$ cat config.mk
export PLATFORM = sky130hd
export DESIGN_NAME = pwr_seq_top
export DESIGN_NICKNAME = d
export VERILOG_FILES = /design/src/rtl/pwr_seq_pkg.sv /design/src/rtl/pwr_seq_goal.sv /design/src/rtl/pwr_seq_dwell.sv /design/src/rtl/pwr_seq_stepper.sv /design/src/rtl/pwr_seq_regmap.sv /design/src/rtl/pwr_seq_top.sv
export SDC_FILE = /design/constraint.sdc
export NUM_CORES = 1
export LEC_CHECK = 0
export BUFFER_PORTS_ARGS = -buffer_cell sky130_fd_sc_hd__buf_4
export CAP_MARGIN = 10
export CORE_MARGIN = 5
export CORE_UTILIZATION = 30
export DETAILED_ROUTE_END_ITERATION = 10
export PLACE_DENSITY = 0.52
export SETUP_SLACK_MARGIN = 0.1
export SLEW_MARGIN = 10
export SYNTH_ARGS = -nofsm -noshare
export SYNTH_HDL_FRONTEND = slang
export SYNTH_SLANG_ARGS = --single-unit
$ cat constraint.sdc
create_clock -name clk -period 7.9 [get_ports clk]
set_input_delay 1.58 -clock clk [delete_from_list [all_inputs] [get_ports clk]]
set_output_delay 1.58 -clock clk [all_outputs]
set_load 0.1 [all_outputs]
$ cat src/rtl/pwr_seq_pkg.sv
// Package: shared types for the power sequencer.
// Assumes: a 2-bit direction code is visible at the top ports.
package pwr_seq_pkg;
    typedef enum logic [1:0] {
        DIR_IDLE = 2'b00,
        DIR_UP   = 2'b01,
        DIR_DOWN = 2'b10
    } walk_dir_e;
endpackage

$ cat src/rtl/pwr_seq_goal.sv
// Module: pwr_seq_goal
// Works out the step the walker is heading for, from the enables and pointers.
// Also derives the ACTIVE flag. Assumes pointers may be mis-ordered: they are
// clamped so phase ends never decrease and never pass the maximum pointer.
module pwr_seq_goal #(
    parameter int STEP_W = 5
) (
    input  logic              sys_on,
    input  logic              pwr_on,
    input  logic              ph3_on,
    input  logic              standby,
    input  logic              wd_lock,
    input  logic [STEP_W-1:0] sys_end_ptr,
    input  logic [STEP_W-1:0] pwr_end_ptr,
    input  logic [STEP_W-1:0] max_ptr,
    input  logic [STEP_W-1:0] part_down_ptr,
    input  logic [STEP_W-1:0] cur_step,
    output logic [STEP_W-1:0] goal,
    output logic              active
);
    logic [STEP_W-1:0] end1, clip2, end2, end3, stby_stop;

    // Clamp the three phase ends and the standby stop.
    always_comb begin
        end1      = (sys_end_ptr < max_ptr) ? sys_end_ptr : max_ptr;
        clip2     = (pwr_end_ptr < max_ptr) ? pwr_end_ptr : max_ptr;
        end2      = (clip2 > end1) ? clip2 : end1;
        end3      = (max_ptr > end2) ? max_ptr : end2;
        stby_stop = (part_down_ptr < sys_end_ptr) ? part_down_ptr : '0;
    end

    // Pick the target step in priority order: lock, standby, then the phase enables.
    always_comb begin
        if (wd_lock)      goal = '0;
        else if (standby) goal = stby_stop;
        else if (!sys_on) goal = '0;
        else if (!pwr_on) goal = end1;
        else if (!ph3_on) goal = end2;
        else              goal = end3;
    end

    // ACTIVE holds while both enables stand and the walker sits at or above the phase-2 end.
    always_comb begin
        active = sys_on && pwr_on && !standby && !wd_lock && (cur_step >= end2);
    end
endmodule

$ cat src/rtl/pwr_seq_dwell.sv
// Module: pwr_seq_dwell
// Dwell timer: issues one move tick after dwell_cycles+1 cycles of pending motion.
// Assumes the goal may change at any cycle; the count restarts whenever motion stops.
module pwr_seq_dwell #(
    parameter int STEP_W  = 5,
    parameter int DWELL_W = 8
) (
    input  logic               clk,
    input  logic               rst_n,
    input  logic [STEP_W-1:0]  cur_step,
    input  logic [STEP_W-1:0]  goal,
    input  logic [DWELL_W-1:0] dwell_cycles,
    output logic               tick
);
    logic               pending;
    logic [DWELL_W-1:0] cnt;

    // Motion is pending while the step differs from its goal.
    always_comb begin
        pending = (cur_step != goal);
        tick    = pending && (cnt == dwell_cycles);
    end

    // Count the dwell; restart on every move and whenever nothing is pending.
    always_ff @(posedge clk) begin
        if (!rst_n)                cnt <= '0;
        else if (!pending || tick) cnt <= '0;
        else                       cnt <= cnt + 1'b1;
    end


    // dwell_limit_chk: the counter never runs past the programmed dwell while motion is pending
    dwell_limit_chk: assert property (@(posedge clk) disable iff (!rst_n)
        pending && $stable(dwell_cycles) |-> cnt <= dwell_cycles);
endmodule

$ cat src/rtl/pwr_seq_stepper.sv
// Module: pwr_seq_stepper
// Holds the step counter and the watchdog lock, and moves one step per tick.
// Assumes tick is raised only while step and goal differ. A watchdog pulse wins over any move.
module pwr_seq_stepper #(
    parameter int STEP_W = 5
) (
    input  logic              clk,
    input  logic              rst_n,
    input  logic              tick,
    input  logic [STEP_W-1:0] goal,
    input  logic              wdog,
    input  logic              sys_on,
    output logic [STEP_W-1:0] cur_step,
    output logic              wd_lock,
    output logic [1:0]        dir_code
);
    import pwr_seq_pkg::*;

    walk_dir_e dir;

    // Step register and lock: watchdog snaps to 0, else one step toward the goal per tick.
    always_ff @(posedge clk) begin
        if (!rst_n) begin
            cur_step <= '0;
            wd_lock  <= 1'b0;
        end else if (wdog) begin
            cur_step <= '0;
            wd_lock  <= 1'b1;
        end else begin
            if (wd_lock && !sys_on) wd_lock <= 1'b0;
            if (tick && !wd_lock)
                cur_step <= (goal > cur_step) ? cur_step + 1'b1 : cur_step - 1'b1;
        end
    end

    // Direction of the pending walk.
    always_comb begin
        if (wd_lock)              dir = DIR_IDLE;
        else if (goal > cur_step) dir = DIR_UP;
        else if (goal < cur_step) dir = DIR_DOWN;
        else                      dir = DIR_IDLE;
        dir_code = dir;
    end


    // step_delta_chk: outside a watchdog event the step moves by at most one
    step_delta_chk: assert property (@(posedge clk) disable iff (!rst_n)
        !$past(wdog) && (cur_step != $past(cur_step)) |->
            (cur_step == $past(cur_step) + 1'b1) || (cur_step == $past(cur_step) - 1'b1));


    // wdog_zero_chk: a watchdog pulse lands the step on 0 at the next edge
    wdog_zero_chk: assert property (@(posedge clk) disable iff (!rst_n)
        wdog |=> (cur_step == '0));


    // wd_hold_chk: the step cannot leave 0 while the lock stands
    wd_hold_chk: assert property (@(posedge clk) disable iff (!rst_n)
        wd_lock |-> (cur_step == '0));


    // dwell_gate_chk: every ordinary step change was granted by the dwell timer
    dwell_gate_chk: assert property (@(posedge clk) disable iff (!rst_n)
        !$past(wdog) && (cur_step != $past(cur_step)) |-> $past(tick));
endmodule

$ cat src/rtl/pwr_seq_regmap.sv
// Module: pwr_seq_regmap
// Maps the step counter to supply enables: a supply is on once the walker stands at
// or above its assigned step. A step-0 assignment or a cleared auto bit keeps it off.
module pwr_seq_regmap #(
    parameter int STEP_W  = 5,
    parameter int NUM_REG = 8
) (
    input  logic                      clk,
    input  logic                      rst_n,
    input  logic [STEP_W-1:0]         cur_step,
    input  logic [NUM_REG*STEP_W-1:0] step_map,
    input  logic [NUM_REG-1:0]        auto_en,
    output logic [NUM_REG-1:0]        en
);
    for (genvar gi = 0; gi < NUM_REG; gi++) begin : g_sup
        logic [STEP_W-1:0] slot;

        // Decode this supply's enable from its slot and the current step.
        always_comb begin
            slot   = step_map[gi*STEP_W +: STEP_W];
            en[gi] = auto_en[gi] && (slot != '0) && (slot <= cur_step);
        end


        // rise_on_up_chk: with a fixed configuration a supply only turns on while climbing
        rise_on_up_chk: assert property (@(posedge clk) disable iff (!rst_n)
            $rose(en[gi]) && $stable(slot) && $stable(auto_en[gi]) |-> cur_step > $past(cur_step));


        // fall_on_down_chk: with a fixed configuration a supply only turns off while descending
        fall_on_down_chk: assert property (@(posedge clk) disable iff (!rst_n)
            $fell(en[gi]) && $stable(slot) && $stable(auto_en[gi]) |-> cur_step < $past(cur_step));
    end
endmodule

$ cat src/rtl/pwr_seq_top.sv
// Module: pwr_seq_top
// Three-phase power sequencer: combines the enable sources, computes the goal step,
// paces the walk with a dwell timer and decodes supply enables from the step.
// Assumes all inputs are synchronous to clk; the watchdog input is a single-cycle pulse.
module pwr_seq_top #(
    parameter int STEP_W  = 5,
    parameter int NUM_REG = 8,
    parameter int DWELL_W = 8
) (
    input  logic                      clk,
    input  logic                      rst_n,
    input  logic                      sys_en_pin,
    input  logic                      pwr_en_pin,
    input  logic                      pwr_en_reg,
    input  logic                      ph3_en_reg,
    input  logic                      standby_req,
    input  logic                      wdog_expire,
    input  logic                      cfg_sys_preset,
    input  logic                      cfg_pwr_preset,
    input  logic [STEP_W-1:0]         sys_end_ptr,
    input  logic [STEP_W-1:0]         pwr_end_ptr,
    input  logic [STEP_W-1:0]         max_ptr,
    input  logic [STEP_W-1:0]         part_down_ptr,
    input  logic [DWELL_W-1:0]        dwell_cycles,
    input  logic [NUM_REG*STEP_W-1:0] reg_step_map,
    input  logic [NUM_REG-1:0]        reg_auto,
    output logic [STEP_W-1:0]         cur_step,
    output logic [NUM_REG-1:0]        reg_en,
    output logic [1:0]                walk_dir,
    output logic                      active
);
    logic              sys_on, pwr_on;
    logic              wd_lock, tick;
    logic [STEP_W-1:0] goal;

    // Merge the enable sources: pins, register bits and configuration presets.
    always_comb begin
        sys_on = sys_en_pin || cfg_sys_preset;
        pwr_on = pwr_en_pin || pwr_en_reg || cfg_pwr_preset;
    end

    pwr_seq_goal #(.STEP_W(STEP_W)) u_goal (
        .sys_on       (sys_on),
        .pwr_on       (pwr_on),
        .ph3_on       (ph3_en_reg),
        .standby      (standby_req),
        .wd_lock      (wd_lock),
        .sys_end_ptr  (sys_end_ptr),
        .pwr_end_ptr  (pwr_end_ptr),
        .max_ptr      (max_ptr),
        .part_down_ptr(part_down_ptr),
        .cur_step     (cur_step),
        .goal         (goal),
        .active       (active)
    );

    pwr_seq_dwell #(.STEP_W(STEP_W), .DWELL_W(DWELL_W)) u_dwell (
        .clk         (clk),
        .rst_n       (rst_n),
        .cur_step    (cur_step),
        .goal        (goal),
        .dwell_cycles(dwell_cycles),
        .tick        (tick)
    );

    pwr_seq_stepper #(.STEP_W(STEP_W)) u_stepper (
        .clk     (clk),
        .rst_n   (rst_n),
        .tick    (tick),
        .goal    (goal),
        .wdog    (wdog_expire),
        .sys_on  (sys_on),
        .cur_step(cur_step),
        .wd_lock (wd_lock),
        .dir_code(walk_dir)
    );

    pwr_seq_regmap #(.STEP_W(STEP_W), .NUM_REG(NUM_REG)) u_regmap (
        .clk     (clk),
        .rst_n   (rst_n),
        .cur_step(cur_step),
        .step_map(reg_step_map),
        .auto_en (reg_auto),
        .en      (reg_en)
    );


    // active_gate_chk: ACTIVE never shows without both enables
    active_gate_chk: assert property (@(posedge clk) disable iff (!rst_n)
        active |-> sys_on && pwr_on);
endmodule

==> metrics, run 1 <==
gr usage total=16.00%; fin crit period=8.293 ns; Post-CTS Hold Buffers=0; Initial DRC Count=130; Synth Area per Inst=7.875 µm²; Critical Path Most Common Cell=a31oi_4; H-tree level count=1; RSZ-0062 raised after global routing=true; worst hold margin=0.4773 ns; sequential-to-total area share from yosys stat=9.173%; Layout Nets=729; final hold vios=0; Slew Viols, Final=0; register bit total from synthesis=14; routability congestion estimate=0.9108; GR Overflow Total=0; Hold Path Class=flop to flop; num ports=102; CP max-delay cell=ha_1; Mapped Cells=388; clock tree root driver cell=clkbuf_8; violated checks=negative setup slack; syn nets=551; HPWL after DPL=8223 µm; vias in the first global route=3600; antenna-violating nets left=0; Finished Cell Area=5218 µm²; Die Ht=110.9 µm; Port Buffers=101; maxcap violations=0; first-pass GRT wire length=17090 µm; Max Freq=120.6 MHz; routed wire length=10560 µm; Initial Util=30.97%; Netlist cell types=47; antenna cell count=0; Worst setup EP type=output pin; pin count of the biggest net entering global routing=15; Relative slew margins=52.27%; share of layout cells above drive strength 1=44.25%; CTS sink cnt=14; Inserted Clock Buffers=3; Worst Clk Skew=0.001154 ns; Startpoint Class=input pin; initial antenna violation count=0; DR vias=3593; die area=12300 µm²; Synthesis Warnings=0; WS Path Type=input pin to output pin; CTS tree=done; row cnt=36; Area growth syn-to-layout=70.76%; Crit path largest cell delay=0.32 ns; Worst Path Max Fanout=10; status=finished, violations left; DRC errors left=0; core area=9864 µm²; Placed Area=4476 µm²; Vias/cell=5.148; Initial DRT Pass Iterations=4; Lkg Pwr=2.460 nW; worst slew pin tran=0.7150 ns; clk slew on worst S/H paths=0.06 ns; Synth Cell Area=3055 µm²; PnR worst setup slack=-0.3928 ns; Die X=110.9 µm; DR WL/cell=15.12 µm; peak supply drop=0.1768 mV; Final setup viols=2; period utilization=105.0%; Crit path arrival time=6.71 ns; Pwr Density=133.6 nW/µm²; dpl ws=-0.6294 ns; clk buf depth=2; Required @ worst endpoint=6.32 ns; clk_lat worst skew=0.24 ns
-- worst paths after layout --
check	from	end	slack, ns	depth (start not counted)
max	pwr_end_ptr[2]	walk_dir[1]	-0.39	28
min	u_dwell.cnt[0]	u_dwell.cnt[0]	0.48	1
max reg2reg	u_stepper.wd_lock	u_stepper.cur_step[4]	3.75	17
min reg2reg	u_dwell.cnt[0]	u_dwell.cnt[0]	0.48	1
-- cell usage in the layout, fill, tap and decap left out, drive strengths merged, types with 5 or more instances in the layout --
cell	n
a21o	12
a21oi	17
a221oi	7
a31oi	6
and3	17
buf	176
dfxtp	14
ha	76
inv	25
nand2	33
nand3	19
nor2	21
nor2b	15
nor3	6
nor4	9
o21a	27
o21ai	12
o22ai	12
xnor2	5
xor2	12
-- logic make-up after synthesis --
logic type | count (synthesis) | share of synthesized area (%)
buf+inv | 29 | 3.808
compound gates | 113 | 26.70
mux | 4 | 1.351
xor+xnor | 17 | 4.873
fa+ha+maj | 77 | 31.78
simple gates | 134 | 22.32
flops | 14 | 9.173
-- timing repair --
item | in CTS | in global routing
setup endpoints to repair | 3 | 4
pin swaps | 32 | 32
setup buffers | 15 | 12
resized for setup | 53 | 30
-- Yosys cell counts (all sizes together) --
cell | instances | area (µm²)
a2111oi | 1 | 15.01
a211o | 2 | 17.52
a211oi | 2 | 15.01
a21o | 12 | 90.09
a21oi | 17 | 96.35
a221o | 2 | 20.02
a221oi | 7 | 67.56
a31oi | 6 | 37.54
and2 | 2 | 12.51
and3 | 17 | 106.4
and4b | 1 | 10.01
buf | 1 | 11.26
clkbuf | 2 | 7.510
dfxtp | 14 | 280.3
fa | 1 | 20.02
ha | 76 | 950.9
inv | 26 | 97.59
mux2 | 1 | 11.26
mux2i | 3 | 30.03
nand2 | 33 | 123.9
nand2b | 4 | 25.02
nand3 | 19 | 95.09
nand3b | 2 | 15.01
nor2 | 21 | 78.83
nor2b | 15 | 93.84
nor3 | 6 | 30.03
nor3b | 1 | 7.510
nor4 | 9 | 56.30
nor4b | 1 | 8.760
o2111ai | 1 | 8.760
o211ai | 4 | 30.03
o21a | 27 | 202.7
o21ai | 12 | 63.81
o21bai | 4 | 30.03
o22ai | 12 | 75.07
o311a | 1 | 10.01
o31ai | 2 | 20.02
o41ai | 1 | 16.27
or3 | 3 | 18.77
xnor2 | 5 | 43.79
xor2 | 12 | 105.1
-- layout make-up --
cell class                 instances  area [µm²]
multi-input combinational        345        3211
inverter                          26       108.9
tap                              133       166.4
fill                             893        4647
clock buffer                       4       55.05
timing repair buffer             176        1396
sequential                        14       280.3
-- worst max-delay path: cells and delay by family --
kind | cells | cell delay, ns
AND/OR/NAND/NOR | 7 | 1.02
AO/OA/AOI/OAI | 14 | 2.44
adder cells (fa/ha/maj) | 4 | 1.18
buffers and inverters | 3 | 0.48
-- where the power goes --
part	leakage (nW)	internal [mW]	switching [mW]
sequential	0.114	0.0741	0.00500
clock	0.0288	0.0441	0.0259
combinational	2.32	0.279	0.269
total	2.46	0.397	0.300
-- state kept, by name, indices dropped and copies added, names as in the netlist --
| register | count |
|---|---|
| u_stepper.cur_step | 5 |
| u_stepper.wd_lock | 1 |
| u_dwell.cnt | 8 |
-- through the flow --
| step | util, % | total power, mW | setup TNS [ns] | instances |
|---|---|---|---|---|
| after global placement | 45.37 | 0.4660 | -0.9431 | 668 |
| after detailed placement | 45.37 | 0.4712 | -1.457 | 668 |
| final | 52.89 | 0.6972 | -0.7796 | 698 |
| after CTS | 50.39 | 0.6395 | -0.6559 | 687 |
| after floorplan | - | 0.3224 | -0.5269 | 388 |
| after global routing | 52.89 | 0.7487 | -1.292 | 698 |
-- layer usage --
layer / up-vias / share of wire (%) / track usage [%]
met5: - / 0 / 0
met4: 0 / 0.51 / 1.560
met3: 7 / 5.8 / 2.838
met2: 125 / 47 / 26.70
met1: 1637 / 47 / 22.28
li1: 1824 / - / -
No activity file was read; power rests on OpenSTA's default activity.
==> run 2: changes to the inputs <==
--- a/config.mk
+++ b/config.mk
@@ -5,13 +5,13 @@
 export SDC_FILE = /design/constraint.sdc
 export NUM_CORES = 1
 export LEC_CHECK = 0
+export ABC_AREA = 1
 export BUFFER_PORTS_ARGS = -buffer_cell sky130_fd_sc_hd__buf_4
 export CAP_MARGIN = 10
 export CORE_MARGIN = 5
 export CORE_UTILIZATION = 30
 export DETAILED_ROUTE_END_ITERATION = 10
 export PLACE_DENSITY = 0.52
-export SETUP_SLACK_MARGIN = 0.1
 export SLEW_MARGIN = 10
 export SYNTH_ARGS = -nofsm -noshare
 export SYNTH_HDL_FRONTEND = slang
==> metrics, run 2 <==
post-CTS resize count=0 (was 53); Hold Path End=u_dwell.cnt[0] (unchanged); clk buf depth=2 (unchanged); GR Util met1=18.51% (was 22.28%); Relative slew margins=58.84% (was 52.27%); routed wire length=9318 µm (was 10560 µm); Hold Path Class=flop to flop (unchanged); Post-CTS Hold Buffers=0 (unchanged); Largest regs=u_dwell.cnt: 8 flops, u_stepper.cur_step: 5 flops, u_stepper.wd_lock: 1 flops (unchanged); overall power=529.7 µW (was 697.2 µW); Crit path largest cell delay=0.31 ns (was 0.32 ns); Worst Clk Skew=0.0005058 ns (was 0.001154 ns); Crit path max-delay family=simple AND/OR/NAND/NOR gates (was compound AO/OA/AOI/OAI gates); Synth async-reset ratio=0% (unchanged); area leader, netlist=ha_1 (unchanged); Initial DRC Count=98 (was 130); Area growth syn-to-layout=38.68% (was 70.76%); peak supply drop=0.06585 mV (was 0.1768 mV); Reg-to-Reg Start=u_stepper.wd_lock (unchanged); Hold Crit Start=u_dwell.cnt[0] (unchanged); GR Util met2=25.11% (was 26.70%); r2r endpoint=u_stepper.cur_step[4] (unchanged); WS Path Type=input pin to output pin (unchanged); clock tree root driver cell=clkbuf_8 (unchanged); Die X=112.5 µm (was 110.9 µm); first-pass GRT wire length=15240 µm (was 17090 µm); max reg flops=8 (unchanged); Startpoint Class=input pin (unchanged); Vias/cell=4.734 (was 5.148); Port Buffers=101 (unchanged); Final setup viols=0 (was 2); Layout Nets=757 (was 729); Netlist cell types=36 (was 47); Placed Instances=725 (was 668); row cnt=37 (was 36); Slew Viols, Final=0 (unchanged); DR vias=3451 (was 3593); top_reg_cell synth=dfxtp_1 (unchanged); most frequent cells in the layout=buf_4 (100), nand2_1 (97), inv_1 (75) (was buf_4 (165), ha_1 (68), nand2_1 (30)); worst path bufs/invs=3 (unchanged); reg2reg setup slack=4.78 ns (was 3.75 ns); Die Ht=112.5 µm (was 110.9 µm); num ports=102 (unchanged); Post-CTS Repair Setup Buffers=0 (was 15); DRC errors left=0 (unchanged); antenna cell count=0 (unchanged); clk_lat worst skew=0.24 ns (about the same); Max Freq=132.0 MHz (was 120.6 MHz); sequential-to-total area share from yosys stat=8.896% (was 9.173%); Layout Cells excl Fill=729 (was 698); DR WL/cell=12.78 µm (was 15.12 µm); syn nets=650 (was 551); worst slew pin tran=0.6166 ns (was 0.7150 ns); commonest non-fill, non-tap cell in the layout=buf_4 (unchanged); die area=12650 µm² (was 12300 µm²); period utilization=95.86% (was 105.0%); initial antenna violation count=0 (unchanged); top cell type's share of synthesized area=30.18% (was 31.12%); Inserted Clock Buffers=3 (unchanged); HPWL after DPL=8000 µm (was 8223 µm); status=finished clean (was finished, violations left); Worst setup EP type=output pin (unchanged); grt peak-use layer=met2 (unchanged); clk slew on worst S/H paths=0.06 ns (about the same); share of layout cells above drive strength 1=27.32% (was 44.25%); Mapped Cells=487 (was 388); Crit path arrival time=5.99 ns (was 6.71 ns); H-tree level count=1 (unchanged); Synth Cell Area=3151 µm² (was 3055 µm²); Initial Util=30.65% (was 30.97%); fin crit period=7.573 ns (was 8.293 ns); core area=10280 µm² (was 9864 µm²); count leader, synth=nand2_1 (was ha_1); antenna-violating nets left=0 (unchanged); gr usage total=14.07% (was 16.00%); GR Overflow Total=0 (unchanged); Worst Path Max Fanout=6 (was 10); FF/Latch Area=280.3 µm² (unchanged); filler cell count=1094 (was 893); Required @ worst endpoint=6.32 ns (about the same); number of flops mapped to enable cells by yosys=0 (unchanged); register bit total from synthesis=14 (unchanged); Lkg Pwr=2.314 nW (was 2.460 nW); CTS tree=done (unchanged); Reg2Reg Depth=20 (was 17); maxcap violations=0 (unchanged); Initial DRT Pass Iterations=4 (unchanged); M3 GR Usage=2.102% (was 2.838%); CTS sink cnt=14 (unchanged); Pwr Density=121.2 nW/µm² (was 133.6 nW/µm²); pin count of the biggest net entering global routing=14 (was 15); vias in the first global route=3297 (was 3600); Worst Hold Depth=1 (unchanged); Post-synth top cells=nand2_1 (111), inv_1 (78), ha_1 (76) (was ha_1 (76), nand2_1 (33), o21a_1 (27)); Critical Path Most Common Cell=nand2_1 (was a31oi_4); routability congestion estimate=0.8717 (was 0.9108); Multi-input gate area=2753 µm² (was 3211 µm²); Synthesis Warnings=0 (unchanged); CP max-delay cell=ha_1 (unchanged); ranking of synthesized cells by area=ha_1 (30%), nand2_1 (13%), inv_1 (9.3%) (was ha_1 (31%), dfxtp_1 (9.2%), o21a_1 (6.6%)); Synth Area per Inst=6.469 µm² (was 7.875 µm²); final hold vios=0 (unchanged); Biggest register=u_dwell.cnt (unchanged)
-- run 2: cells by family after synthesis --
kind of cell	count (synthesis)	share of synthesized area, %
flops	14	8.896
simple gates	228	32.96
fa+ha+maj	77	30.82
buf+inv	85	10.13
compound gates	70	13.58
xor+xnor	13	3.614
-- run 2: how the worst max path moves through the flow --
stage / slack, ns / start / depth (start not counted) / to
after floorplan: 0.01 / max_ptr[4] / 32 / walk_dir[1]
after global placement: 0.18 / max_ptr[4] / 36 / walk_dir[0]
after detailed placement: 0.09 / max_ptr[4] / 36 / walk_dir[0]
after CTS: 0.1 / max_ptr[4] / 34 / walk_dir[0]
after global routing: -0.08 / max_ptr[4] / 36 / walk_dir[0]
final: 0.33 / max_ptr[4] / 34 / walk_dir[0]
-- run 2: metrics by stage --
| step | instance area [µm²] | TNS, ns | hold slack [ns] | worst slack, ns | utilization (%) |
|---|---|---|---|---|---|
| after floorplan | 3153 | 0 | 0.4398 | 0.01115 | - |
| after global placement | 4093 | 0 | 0.4605 | 0.1765 | 39.82 |
| after detailed placement | 4093 | 0 | 0.4727 | 0.09408 | 39.82 |
| after CTS | 4148 | 0 | 0.4873 | 0.09599 | 40.36 |
| after global routing | 4369 | -0.07870 | 0.5215 | -0.07870 | 42.51 |
| final | 4369 | 0 | 0.4743 | 0.3268 | 42.51 |
-- run 2: where the power goes --
part / leakage (nW) / internal, mW / switching (mW)
registers: 0.114 / 0.0737 / 0.00322
logic: 2.17 / 0.154 / 0.229
clock network: 0.0288 / 0.0441 / 0.0260
-- run 2: metal layers --
layer	up-vias	wire length (µm)
li1	1844	-
met1	1526	4323
met2	79	4511
met3	2	461
met4	0	22
met5	-	0
-- run 2: layout make-up --
type / count / share of cell area [%]
clock buffer: 4 / 1.260
inverter: 84 / 7.274
multi-input combinational: 388 / 63.00
sequential: 14 / 6.415
tap: 136 / 3.895
timing repair buffer: 103 / 18.16
==> run 3: changes to the inputs <==
--- a/config.mk
+++ b/config.mk
@@ -11,7 +11,7 @@
 export CORE_MARGIN = 5
 export CORE_UTILIZATION = 30
 export DETAILED_ROUTE_END_ITERATION = 10
-export PLACE_DENSITY = 0.52
+export PLACE_DENSITY = 0.5
 export SLEW_MARGIN = 10
 export SYNTH_ARGS = -nofsm -noshare
 export SYNTH_HDL_FRONTEND = slang
==> constraint.sdc (replaced) <==
create_clock -name clk -period 8.9 [get_ports clk]
set_input_delay 1.78 -clock clk [delete_from_list [all_inputs] [get_ports clk]]
set_output_delay 1.78 -clock clk [all_outputs]
set_load 0.1 [all_outputs]
==> metrics, run 3 (synthesis gave the netlist of run 2 again) <==
Worst Hold Depth=1 (unchanged); clk slew on worst S/H paths=0.06 ns (about the same); num ports=102 (unchanged); Reg2Reg Depth=19 (was 20); antenna cell count=0 (unchanged); core area=10280 µm² (unchanged); Crit path largest cell delay=0.30 ns (was 0.31 ns); setup TNS=0 ns (unchanged); Vias/cell=4.612 (was 4.734); antenna-violating nets left=0 (unchanged); Crit path max-delay family=simple AND/OR/NAND/NOR gates (unchanged); clock tree root driver cell=clkbuf_8 (unchanged); most frequent cells in the layout=nand2_1 (107), buf_4 (100), inv_1 (78) (was buf_4 (100), nand2_1 (97), inv_1 (75)); Slew Viols, Final=0 (unchanged); period utilization=92.79%; DR WL/cell=12.41 µm (was 12.78 µm); Biggest register=u_dwell.cnt (unchanged); HPWL after DPL=8008 µm (was 8000 µm); Area growth syn-to-layout=31.65% (was 38.68%); maxcap violations=0 (unchanged); H-tree level count=1 (unchanged); RSZ-0062 raised after global routing=false; Required @ worst endpoint=7.12 ns (was 6.32 ns); Inserted Clock Buffers=3 (unchanged); worst slew pin tran=0.6829 ns (was 0.6166 ns); row cnt=37 (unchanged); Critical Path Most Common Cell=nand2_1 (unchanged); Hold Path Class=flop to flop (unchanged); CTS tree=done (unchanged); max reg flops=8 (unchanged); routed wire length=9022 µm (was 9318 µm); Die Ht=112.5 µm (unchanged); Lkg Pwr=2.264 nW (was 2.314 nW); final hold vios=0 (unchanged); Hold Crit Start=u_dwell.cnt[0] (unchanged); worst hold margin=0.4743 ns (about the same); Initial Util=30.65% (unchanged); Layout Nets=755 (was 757); Worst Clk Skew=0.001766 ns (was 0.0005058 ns); routability congestion estimate=0.8757 (was 0.8717); Worst Path Max Fanout=6 (unchanged); GR Overflow Total=0 (unchanged); share of layout cells above drive strength 1=21.32% (was 27.32%); initial antenna violation count=0 (unchanged); Max Freq=121.1 MHz; Die X=112.5 µm (unchanged); DR vias=3353 (was 3451); status=finished clean (unchanged); pin count of the biggest net entering global routing=14 (unchanged); Startpoint Class=input pin (unchanged); worst path bufs/invs=4 (was 3); commonest non-fill, non-tap cell in the layout=nand2_1 (was buf_4); Relative slew margins=54.41% (was 58.84%); DRC errors left=0 (unchanged); post-CTS resize count=0 (unchanged); die area=12650 µm² (unchanged); Initial DRT Pass Iterations=4 (unchanged); peak supply drop=0.05619 mV (was 0.06585 mV); clk_lat worst skew=0.24 ns (about the same); Worst setup EP type=output pin (unchanged); Largest regs=u_dwell.cnt: 8 flops, u_stepper.cur_step: 5 flops, u_stepper.wd_lock: 1 flops (unchanged); Pwr Density=102.5 nW/µm² (was 121.2 nW/µm²); Reg-to-Reg Start=u_stepper.wd_lock (unchanged); CP max-delay cell=ha_1 (unchanged); CP Depth=34 (unchanged); clk buf depth=2 (unchanged); Initial DRC Count=110 (was 98); first-pass GRT wire length=15420 µm (was 15240 µm); CTS sink cnt=14 (unchanged); final core utilization=40.36% (was 42.51%); Final setup viols=0 (unchanged); gr usage total=14.11% (was 14.07%); Post-CTS Hold Buffers=0 (unchanged); WS Path Type=input pin to output pin (unchanged); Post-CTS Repair Setup Buffers=0 (unchanged); Port Buffers=101 (unchanged); fin crit period=8.258 ns; Crit path arrival time=6.48 ns (was 5.99 ns); vias in the first global route=3396 (was 3297); Crit. Startpoint=max_ptr[4] (unchanged)
run 3: path summary, 6_finish.rpt:
kind / slack (ns) / endpoint
worst max-delay path: 0.64 / walk_dir[0]
worst min register to register: 0.47 / u_dwell.cnt[0]
worst max register to register: 5.86 / u_stepper.cur_step[4]
worst min-delay path: 0.47 / u_dwell.cnt[0]
run 3: power by group:
part	leakage [nW]	total, mW	internal (mW)	switching (mW)
sequential	0.114	0.0683	0.0655	0.00287
combinational	2.12	0.296	0.114	0.182
clock	0.0288	0.0606	0.0391	0.0215
run 3: worst reg2reg max path, stage by stage (launching register included):
cell and delay, ns:
dfxtp_1 0.40, inv_1 0.15, nand2_1 0.18, o21ai_0 0.13
a21boi_1 0.15, ha_1 0.29, nand2_1 0.07, nor2_1 0.13
nand2_1 0.06, o211ai_1 0.15, nand2_2 0.16, ha_1 0.33
inv_2 0.07, o21bai_1 0.07, a31oi_1 0.19, nand3_1 0.10
nand3_1 0.12, nand2_1 0.06, nand2_1 0.07, nor2_1 0.04
run 3: layout make-up:
class / instances / area [µm²]
fill: 1155 / 6130
multi-input combinational: 388 / 2565
timing repair buffer: 101 / 762.0
inverter: 84 / 315.3
sequential: 14 / 280.3
tap: 136 / 170.2
clock buffer: 4 / 55.05
run 3: per-stage QoR:
stage | total power [mW] | worst slack [ns] | cells | area [µm²]
6_report | 0.4253 | 0.6417 | 727 | 4148
3_5_place_dp | 0.3634 | 0.4775 | 723 | 4075
3_3_place_gp | 0.3617 | 0.6190 | 723 | 4075
5_1_grt | 0.4747 | 0.02866 | 727 | 4148
4_1_cts | 0.4255 | 0.4810 | 727 | 4130
2_1_floorplan | 0.2764 | 0.3456 | 487 | 3151
run 3: metal layers:
layer | vias to the layer above | track usage [%] | share of wire (%)
met5 | - | 0 | 0
met4 | 0 | 1.042 | 0.17
met3 | 2 | 2.049 | 6.0
met2 | 83 | 25.47 | 45
met1 | 1431 | 18.51 | 48
li1 | 1837 | - | -
